[config.mk]
export PLATFORM = sky130hd
export DESIGN_NAME = approx_log_mult
export DESIGN_NICKNAME = d
export VERILOG_FILES = /design/src/rtl/logmul_pkg.sv /design/src/rtl/lead_one_enc.sv /design/src/rtl/err_comp.sv /design/src/rtl/antilog_shift.sv /design/src/rtl/approx_log_mult.sv
export SDC_FILE = /design/constraint.sdc
export NUM_CORES = 1
export LEC_CHECK = 0
export BUFFER_PORTS_ARGS = -buffer_cell sky130_fd_sc_hd__buf_2
export CORE_MARGIN = 8
export CORE_UTILIZATION = 60
export CTS_BUF_LIST = sky130_fd_sc_hd__clkbuf_4
export DETAILED_ROUTE_END_ITERATION = 8
export PLACE_DENSITY = 0.81
export SLEW_MARGIN = 20
export SYNTH_ARGS = -nofsm -noshare
export SYNTH_HDL_FRONTEND = slang
export SYNTH_SLANG_ARGS = --single-unit
[constraint.sdc]
create_clock -name clk -period 1.1 [get_ports clk]
set_clock_uncertainty 0.15 [all_clocks]
set_input_delay 0.275 -clock clk [delete_from_list [all_inputs] [get_ports clk]]
set_output_delay 0.275 -clock clk [all_outputs]
set_load 0.1 [all_outputs]
[src/rtl/logmul_pkg.sv]
package logmul_pkg;

  // Product of two bin centres, each written as an odd number over 8:
  // (2x+1)*(2y+1). Largest value 7*7 = 49, fits in 6 bits.
  function automatic logic [5:0] center_prod(input logic [1:0] x, input logic [1:0] y);
    logic [5:0] cx;
    logic [5:0] cy;
    cx = {3'b000, x, 1'b1};
    cy = {3'b000, y, 1'b1};
    return cx * cy;
  endfunction

endpackage

[src/rtl/lead_one_enc.sv]
module lead_one_enc #(
  parameter int W = 8
) (
  input  logic [W-1:0]         opnd,
  output logic [$clog2(W)-1:0] pos,
  output logic [W-2:0]         frac,
  output logic                 nonzero
);
  localparam int FB = W - 1;
  localparam int KW = $clog2(W);

  function automatic logic [KW-1:0] msb_index(input logic [W-1:0] v);
    logic [KW-1:0] idx;
    idx = '0;
    for (int i = 0; i < W; i++) begin
      if (v[i]) idx = KW'(i);
    end
    return idx;
  endfunction

  logic [W-1:0] aligned;

  always_comb begin
    pos     = msb_index(opnd);
    aligned = opnd << (KW'(FB) - pos);
    frac    = aligned[FB-1:0];
    nonzero = |opnd;

    if (nonzero) begin
      lod_norm_chk: assert ((opnd >> pos) == W'(1));
    end
  end

endmodule

[src/rtl/err_comp.sv]
module err_comp #(
  parameter int FB   = 7,     // fraction bits, must be at least 7
  parameter bit COMP = 1'b1
) (
  input  logic [1:0]    top_a,
  input  logic [1:0]    top_b,
  input  logic          carry,
  output logic [FB-1:0] corr
);
  import logmul_pkg::*;

  localparam int SH_LO = FB - 6;   // no-carry term is cp/64
  localparam int SH_HI = FB - 7;   // carry term is cp/128

  generate
    if (COMP) begin : g_on
      logic [5:0] cp;
      // no carry: estimate fa*fb from bin centres
      // carry: estimate (1-fa)(1-fb)/2 from complemented bins
      assign cp   = carry ? center_prod(~top_a, ~top_b) : center_prod(top_a, top_b);
      assign corr = carry ? (FB'(cp) << SH_HI) : (FB'(cp) << SH_LO);
    end else begin : g_off
      logic unused_inputs;
      assign unused_inputs = ^{top_a, top_b, carry};
      assign corr = '0;
    end
  endgenerate

endmodule

[src/rtl/antilog_shift.sv]
module antilog_shift #(
  parameter int W = 8
) (
  input  logic [$clog2(W)-1:0] k_a,
  input  logic [$clog2(W)-1:0] k_b,
  input  logic [W-1:0]         fsum,   // FB+1 bits, top bit is the carry
  input  logic [W-2:0]         corr,
  output logic [2*W-1:0]       prod
);
  localparam int FB = W - 1;
  localparam int EW = $clog2(2 * W);
  localparam int MW = FB + 2;
  localparam int SW = MW + 2 * W - 1;

  logic [MW-1:0] mant;
  logic [EW-1:0] expo;
  logic [SW-1:0] wide;
  logic [2*W:0]  scaled;

  always_comb begin
    // 1.f in both cases: without carry 1+fsum, with carry fsum itself
    mant   = {1'b0, 1'b1, fsum[FB-1:0]} + {2'b00, corr};
    expo   = EW'(k_a) + EW'(k_b) + EW'(fsum[FB]);
    wide   = SW'(mant) << expo;
    scaled = wide[SW-1:FB];
    prod   = scaled[2*W] ? '1 : scaled[2*W-1:0];
  end

endmodule

[src/rtl/approx_log_mult.sv]
module approx_log_mult #(
  parameter int W    = 8,      // operand width, at least 8
  parameter bit COMP = 1'b1    // 1: two-sided correction, 0: plain method
) (
  input  logic           clk,
  input  logic           rst_n,
  input  logic           in_valid,
  input  logic [W-1:0]   op_a,
  input  logic [W-1:0]   op_b,
  output logic           out_valid,
  output logic [2*W-1:0] product
);
  localparam int FB = W - 1;
  localparam int KW = $clog2(W);

  logic [W-1:0]  opnd [2];
  logic [KW-1:0] pos  [2];
  logic [FB-1:0] frac [2];
  logic [1:0]    nz;

  assign opnd[0] = op_a;
  assign opnd[1] = op_b;

  genvar g;
  generate
    for (g = 0; g < 2; g++) begin : g_enc
      lead_one_enc #(.W(W)) u_enc (
        .opnd    (opnd[g]),
        .pos     (pos[g]),
        .frac    (frac[g]),
        .nonzero (nz[g])
      );
    end
  endgenerate

  logic [FB:0]     fsum;
  logic            carry_evt;
  logic            zero_evt;
  logic [FB-1:0]   corr;
  logic [2*W-1:0]  approx;
  logic [2*W-1:0]  next_prod;

  assign fsum      = {1'b0, frac[0]} + {1'b0, frac[1]};
  assign carry_evt = fsum[FB];
  assign zero_evt  = ~(nz[0] & nz[1]);

  err_comp #(.FB(FB), .COMP(COMP)) u_comp (
    .top_a (frac[0][FB-1 -: 2]),
    .top_b (frac[1][FB-1 -: 2]),
    .carry (carry_evt),
    .corr  (corr)
  );

  antilog_shift #(.W(W)) u_alog (
    .k_a  (pos[0]),
    .k_b  (pos[1]),
    .fsum (fsum),
    .corr (corr),
    .prod (approx)
  );

  assign next_prod = zero_evt ? '0 : approx;

  always_ff @(posedge clk or negedge rst_n) begin
    if (!rst_n) begin
      out_valid <= 1'b0;
      product   <= '0;
    end else begin
      out_valid <= in_valid;
      if (in_valid) product <= next_prod;
    end
  end


  valid_rise_chk: assert property (@(posedge clk) disable iff (!rst_n)
    in_valid |=> out_valid);

  valid_drop_chk: assert property (@(posedge clk) disable iff (!rst_n)
    !in_valid |=> !out_valid);

  prod_hold_chk: assert property (@(posedge clk) disable iff (!rst_n)
    !in_valid |=> $stable(product));

  zero_bypass_chk: assert property (@(posedge clk) disable iff (!rst_n)
    (in_valid && (op_a == '0 || op_b == '0)) |=> (product == '0));

  generate
    if (!COMP) begin : g_plain_chk
      logic [2*W-1:0] exact_ab;
      assign exact_ab = {{W{1'b0}}, op_a} * {{W{1'b0}}, op_b};

      never_over_chk: assert property (@(posedge clk) disable iff (!rst_n)
        in_valid |=> (product <= $past(exact_ab)));
    end
  endgenerate

endmodule

==> flow_metrics.tcl, run 1 <==
set metrics [dict create \
    synth_top_area_cell "dfrtp_1" \
    pin_count 36 \
    cts-root-buf "clkbuf_4" \
    outcome "stopped before the end" \
    clock-sinks 17 \
    synth_edf_count 0 \
    cts_buffers 3 \
    start_util_pct 61.27 \
    synth_top_area_share_pct 13.77 \
    haltStage "clock tree synthesis (4_1_cts)" \
    stop_error "[ERROR DPL-0038] Utilization greater than 100%, impossible to legalize" \
    synthCells 405 \
    die_w_microns 87.76 \
    ys_warn_count 0 \
    cts_setup_buffers 26 \
    h-tree-depth 1 \
    cts_hold_buf 1 \
    dp_hpwl_microns 10110 \
    cts_resized 73 \
    clockBufferDepth 2 \
    synth_seq_cells 17 \
    gp_congestion 0.9642 \
    synth.avg_cell_area_sq_um 7.628 \
    async_flop_share_pct 100.0 \
    ys_seq_area_share_pct 13.77 \
    ys_types 75 \
    rows 26 \
    die_h_microns 87.76 \
    netlist_area_sq_mm 0.003089 \
    portBuffers 35 \
    yosys-top-cells-area "dfrtp_1 (14%), ha_1 (11%), a21oi_1 (5.8%)" \
    syn_nets 459 \
    ys.flop_type "dfrtp_1" \
]
[Yosys cell counts (3+ instances only)]
cell,count
a21oi_1,36
nand2_1,36
nor2_1,35
inv_1,30
ha_1,28
o21ai_0,19
dfrtp_1,17
nand3_1,12
clkbuf_1,11
xnor2_1,11
mux2i_1,10
buf_2,9
and2_1,8
fa_1,7
o21a_1,7
a211oi_1,6
a21o_1,6
nor3_1,6
o21bai_1,6
mux2_2,5
o221a_2,5
o221ai_1,5
or3_1,5
a31oi_1,4
and3_1,4
o211ai_1,4
o22ai_1,4
o2bb2ai_1,4
a211o_1,3
nand2b_1,3
o21ai_1,3
o31ai_1,3
xor2_1,3
[stage by stage]
step                worst slack, ns  instances  TNS [ns]  cell area, sq um
floorplan                    -3.545        405    -54.08              3296
global placement             -3.843        614    -58.32              4628
detailed placement           -4.054        614    -62.71              4628
[logic make-up after synthesis]
logic type               count (synthesis)  share of synthesized area, %
AO/OA/AOI/OAI                          139                         31.88
AND/OR/NAND/NOR                        129                         20.78
buffers and inverters                   54                         7.452
adder cells (fa/ha/maj)                 35                         15.88
multiplexers                            17                         6.278
flip-flops                              17                         13.77
XOR/XNOR                                14                         3.969
==> run 2: changes to the inputs <==
--- a/config.mk
+++ b/config.mk
@@ -7,10 +7,9 @@
 export LEC_CHECK = 0
 export BUFFER_PORTS_ARGS = -buffer_cell sky130_fd_sc_hd__buf_2
 export CORE_MARGIN = 8
-export CORE_UTILIZATION = 60
-export CTS_BUF_LIST = sky130_fd_sc_hd__clkbuf_4
+export CORE_UTILIZATION = 40
 export DETAILED_ROUTE_END_ITERATION = 8
-export PLACE_DENSITY = 0.81
+export PLACE_DENSITY_LB_ADDON = 0.15
 export SLEW_MARGIN = 20
 export SYNTH_ARGS = -nofsm -noshare
 export SYNTH_HDL_FRONTEND = slang
==> run 2 against run 1 <==
Compared with the run above:
- synthesized cell count is the same
- synthesized area is the same
- the flow now finishes, with violations (setup timing)
==> flow_metrics.tcl, run 2 <==
set metrics [dict create \
    outcome "finished with violations" \
    violations "setup timing" \
    cp.required_ns 1.15 \
    finalNonFillerCells 691 \
    seqPwrFrac_pct 8.3 \
    core_area_sq_mm 0.007607 \
    p_comb_share_pct 88.4 \
    r2r_end "product[2]$_DFFE_PN0P_" \
    critPathLaunchType "input pin" \
    clock-sinks 17 \
    largest_reg_flops 16 \
    clkSlewWorstSetupHoldPaths_ns 0.07 \
    rr_worst_depth 4 \
    maxSlewHeadroom_pct 74.06 \
    fmax_mhz 214.1 \
    die_h_microns 103.9 \
    drc 0 \
    cap_violations 0 \
    top_regs "product x16, out_valid x1" \
    synth_edf_count 0 \
    totalWireLength_microns 11080 \
    cts_buffers 3 \
    rsz0062_at_grt "true" \
    h-tree-depth 1 \
    synth_top_area_share_pct 13.77 \
    clk_latency_ns 0.25 \
    setup_tns_ns -58.40 \
    num-fill-cells 618 \
    start_util_pct 40.61 \
    final_cell_mix "buf_4 (155), nand2_1 (33), nor2_1 (33)" \
    mostFrequentLayoutCell "buf_4" \
    synthCells 405 \
    finalNetCount 644 \
    cts_tree "yes" \
    cp-end-kind "flop" \
    die_w_microns 103.9 \
    synth.avg_cell_area_sq_um 7.628 \
    netlist_area_sq_mm 0.003089 \
    ys_seq_area_share_pct 13.77 \
    vias_per_cell 5.472 \
    stdcell_area_sq_mm 0.005446 \
    synth_seq_cells 17 \
    leakagePower_nw 2.507 \
    tightest_slew_ns 0.3881 \
    ys_warn_count 0 \
    overflow 0 \
    dp_hpwl_microns 8226 \
    swShare_pct 49.26 \
    cts-root-buf "clkbuf_8" \
    synth_common_cells "a21oi_1 (36), nand2_1 (36), nor2_1 (35), inv_1 (30), ha_1 (28)" \
    switchingPower_mw 7.233 \
    clkPwrFrac_pct 3.3 \
    gp_congestion 0.9061 \
    crit_type "input pin to flop" \
    hold_path_class "input pin to flop" \
    dr.first_iter.drc_count 147 \
    syn_nets 459 \
    min_period_over_period_pct 424.5 \
    holdWs_ns 0.1570 \
    synth_top_area_cell "dfrtp_1" \
    regMostFlops "product" \
    portBuffers 35 \
    async_flop_share_pct 100.0 \
    die_area_sq_mm 0.01079 \
    ant_nets 0 \
    regToRegSetupSlack_ns -0.07 \
    reg2reg_from "product[2]$_DFFE_PN0P_" \
    finalMaxSlewViolations 0 \
    clockBufferDepth 2 \
    yosys-top-cells-area "dfrtp_1 (14%), ha_1 (11%), a21oi_1 (5.8%)" \
    drive_gt1_share_pct 55.52 \
    grt_pass1_vias 3903 \
    num_antenna_cells 0 \
    setup_slack_ns -3.570 \
    place_inst 646 \
    pin_count 36 \
    post_drt_wl_per_cell_microns 16.03 \
    rows 32 \
    crit_fanout 6 \
    cp.arrival_ns 4.72 \
    period_needed_ns 4.670 \
    hold_viol_final 0 \
    grt_max_degree 18 \
    dr_total_vias 3781 \
    setup_violations 33 \
    critPathCapture "product[9]$_DFFE_PN0P_" \
    internal_power_mw 7.449 \
    ys.flop_type "dfrtp_1" \
    ys_types 75 \
    drt-pass1-iter-count 5 \
    ir_worst_vdd_mv 0.9988 \
    crit_start "op_b[2]" \
    powerDensity_mw_per_mm2 2696 \
    post_dp_cell_area_sq_mm 0.004656 \
    grtUsageTotal_pct 19.26 \
    grt_pass1_wl_microns 17900 \
    area_delta_synth_final_pct 76.31 \
    antenna_found_initial 0 \
]
run 2: what timing repair did:
| action | 4_1_cts | 5_1_grt |
|---|---|---|
| setup buffers | 22 | 17 |
| gates cloned | 1 | 1 |
| pin swaps | 30 | 32 |
| hold endpoints to repair | 17 | 0 |
| gates resized for setup | 49 | 39 |
| setup endpoints to repair | 33 | 33 |
| hold buffers | 1 | 0 |
run 2: worst min path at each step:
| stage | startpoint | to | slack [ns] | cells after the start |
|---|---|---|---|---|
| after floorplan | rst_n | out_valid$_DFF_PN0_ | -0.17 | 0 |
| after global placement | rst_n | product[9]$_DFFE_PN0P_ | 0.07 | 1 |
| after detailed placement | rst_n | product[9]$_DFFE_PN0P_ | 0.07 | 1 |
| after CTS | in_valid | out_valid$_DFF_PN0_ | 0.15 | 2 |
| after global routing | in_valid | out_valid$_DFF_PN0_ | 0.17 | 2 |
| final | in_valid | out_valid$_DFF_PN0_ | 0.16 | 2 |
run 2: power by group through the flow:
stage / Sequential, mW / Combinational, mW / Clock (mW)
2_1_floorplan: 2.97 / 4.52 / 0
3_3_place_gp: 1.22 / 9.98 / 0
3_5_place_dp: 1.23 / 10.1 / 0
4_1_cts: 1.22 / 11.7 / 0.482
5_1_grt: 1.25 / 13.7 / 0.524
6_report: 1.22 / 13.0 / 0.486
run 2: per-layer routing:
layer	vias to the layer above	global-route usage (%)	share of wire [%]	wire, microns
li1	1851	-	-	-
met1	1808	22.23	41	4544
met2	92	35.98	53	5852
met3	30	1.487	2.9	320
met4	0	7.032	3.2	357
met5	-	0	0	0
run 2: cells by family (layout without fill, tap and decap cells):
group | Yosys count | count (layout) | synth area share, %
mux | 17 | 17 | 6.278
compound gates | 139 | 139 | 31.88
fa+ha+maj | 35 | 35 | 15.88
flops | 17 | 17 | 13.77
buf+inv | 54 | 238 | 7.452
xor+xnor | 14 | 14 | 3.969
simple gates | 129 | 129 | 20.78
run 2: worst max-delay path, stage by stage:
cell	delay, ns
buf_6	0.10
nand2b_4	0.13
a21oi_2	0.13
o21ai_2	0.08
and2_4	0.16
mux2_4	0.32
a211o_4	0.37
xor2_1	0.17
ha_1	0.31
nand2_2	0.05
fa_1	0.51
nand2_1	0.07
o221a_4	0.22
ha_4	0.24
a21o_1	0.21
a221oi_4	0.36
xnor2_2	0.18
a2bb2oi_2	0.20
o311ai_4	0.17
a221oi_2	0.34
a21o_1	0.12
run 2: through the flow:
step	setup WS, ns	util, %	total power, mW
after detailed placement	-4.177	61.20	11.34
after floorplan	-3.545	-	7.490
final	-3.570	71.60	14.68
after global routing	-3.768	71.60	15.44
after CTS	-3.546	67.38	13.36
after global placement	-4.137	61.20	11.20
run 2: layout make-up:
class,count,area [sq um],area share [%]
multi-input cells,334,2917,53.55
repair buffers,204,1798,33.01
flip-flops and latches,17,445.4,8.178
well taps,102,127.6,2.343
inverters,30,112.6,2.068
clock buffers,3,41.29,0.7581
clock inverters,1,5.005,0.09189
No activity file was read; power rests on OpenSTA's default activity.
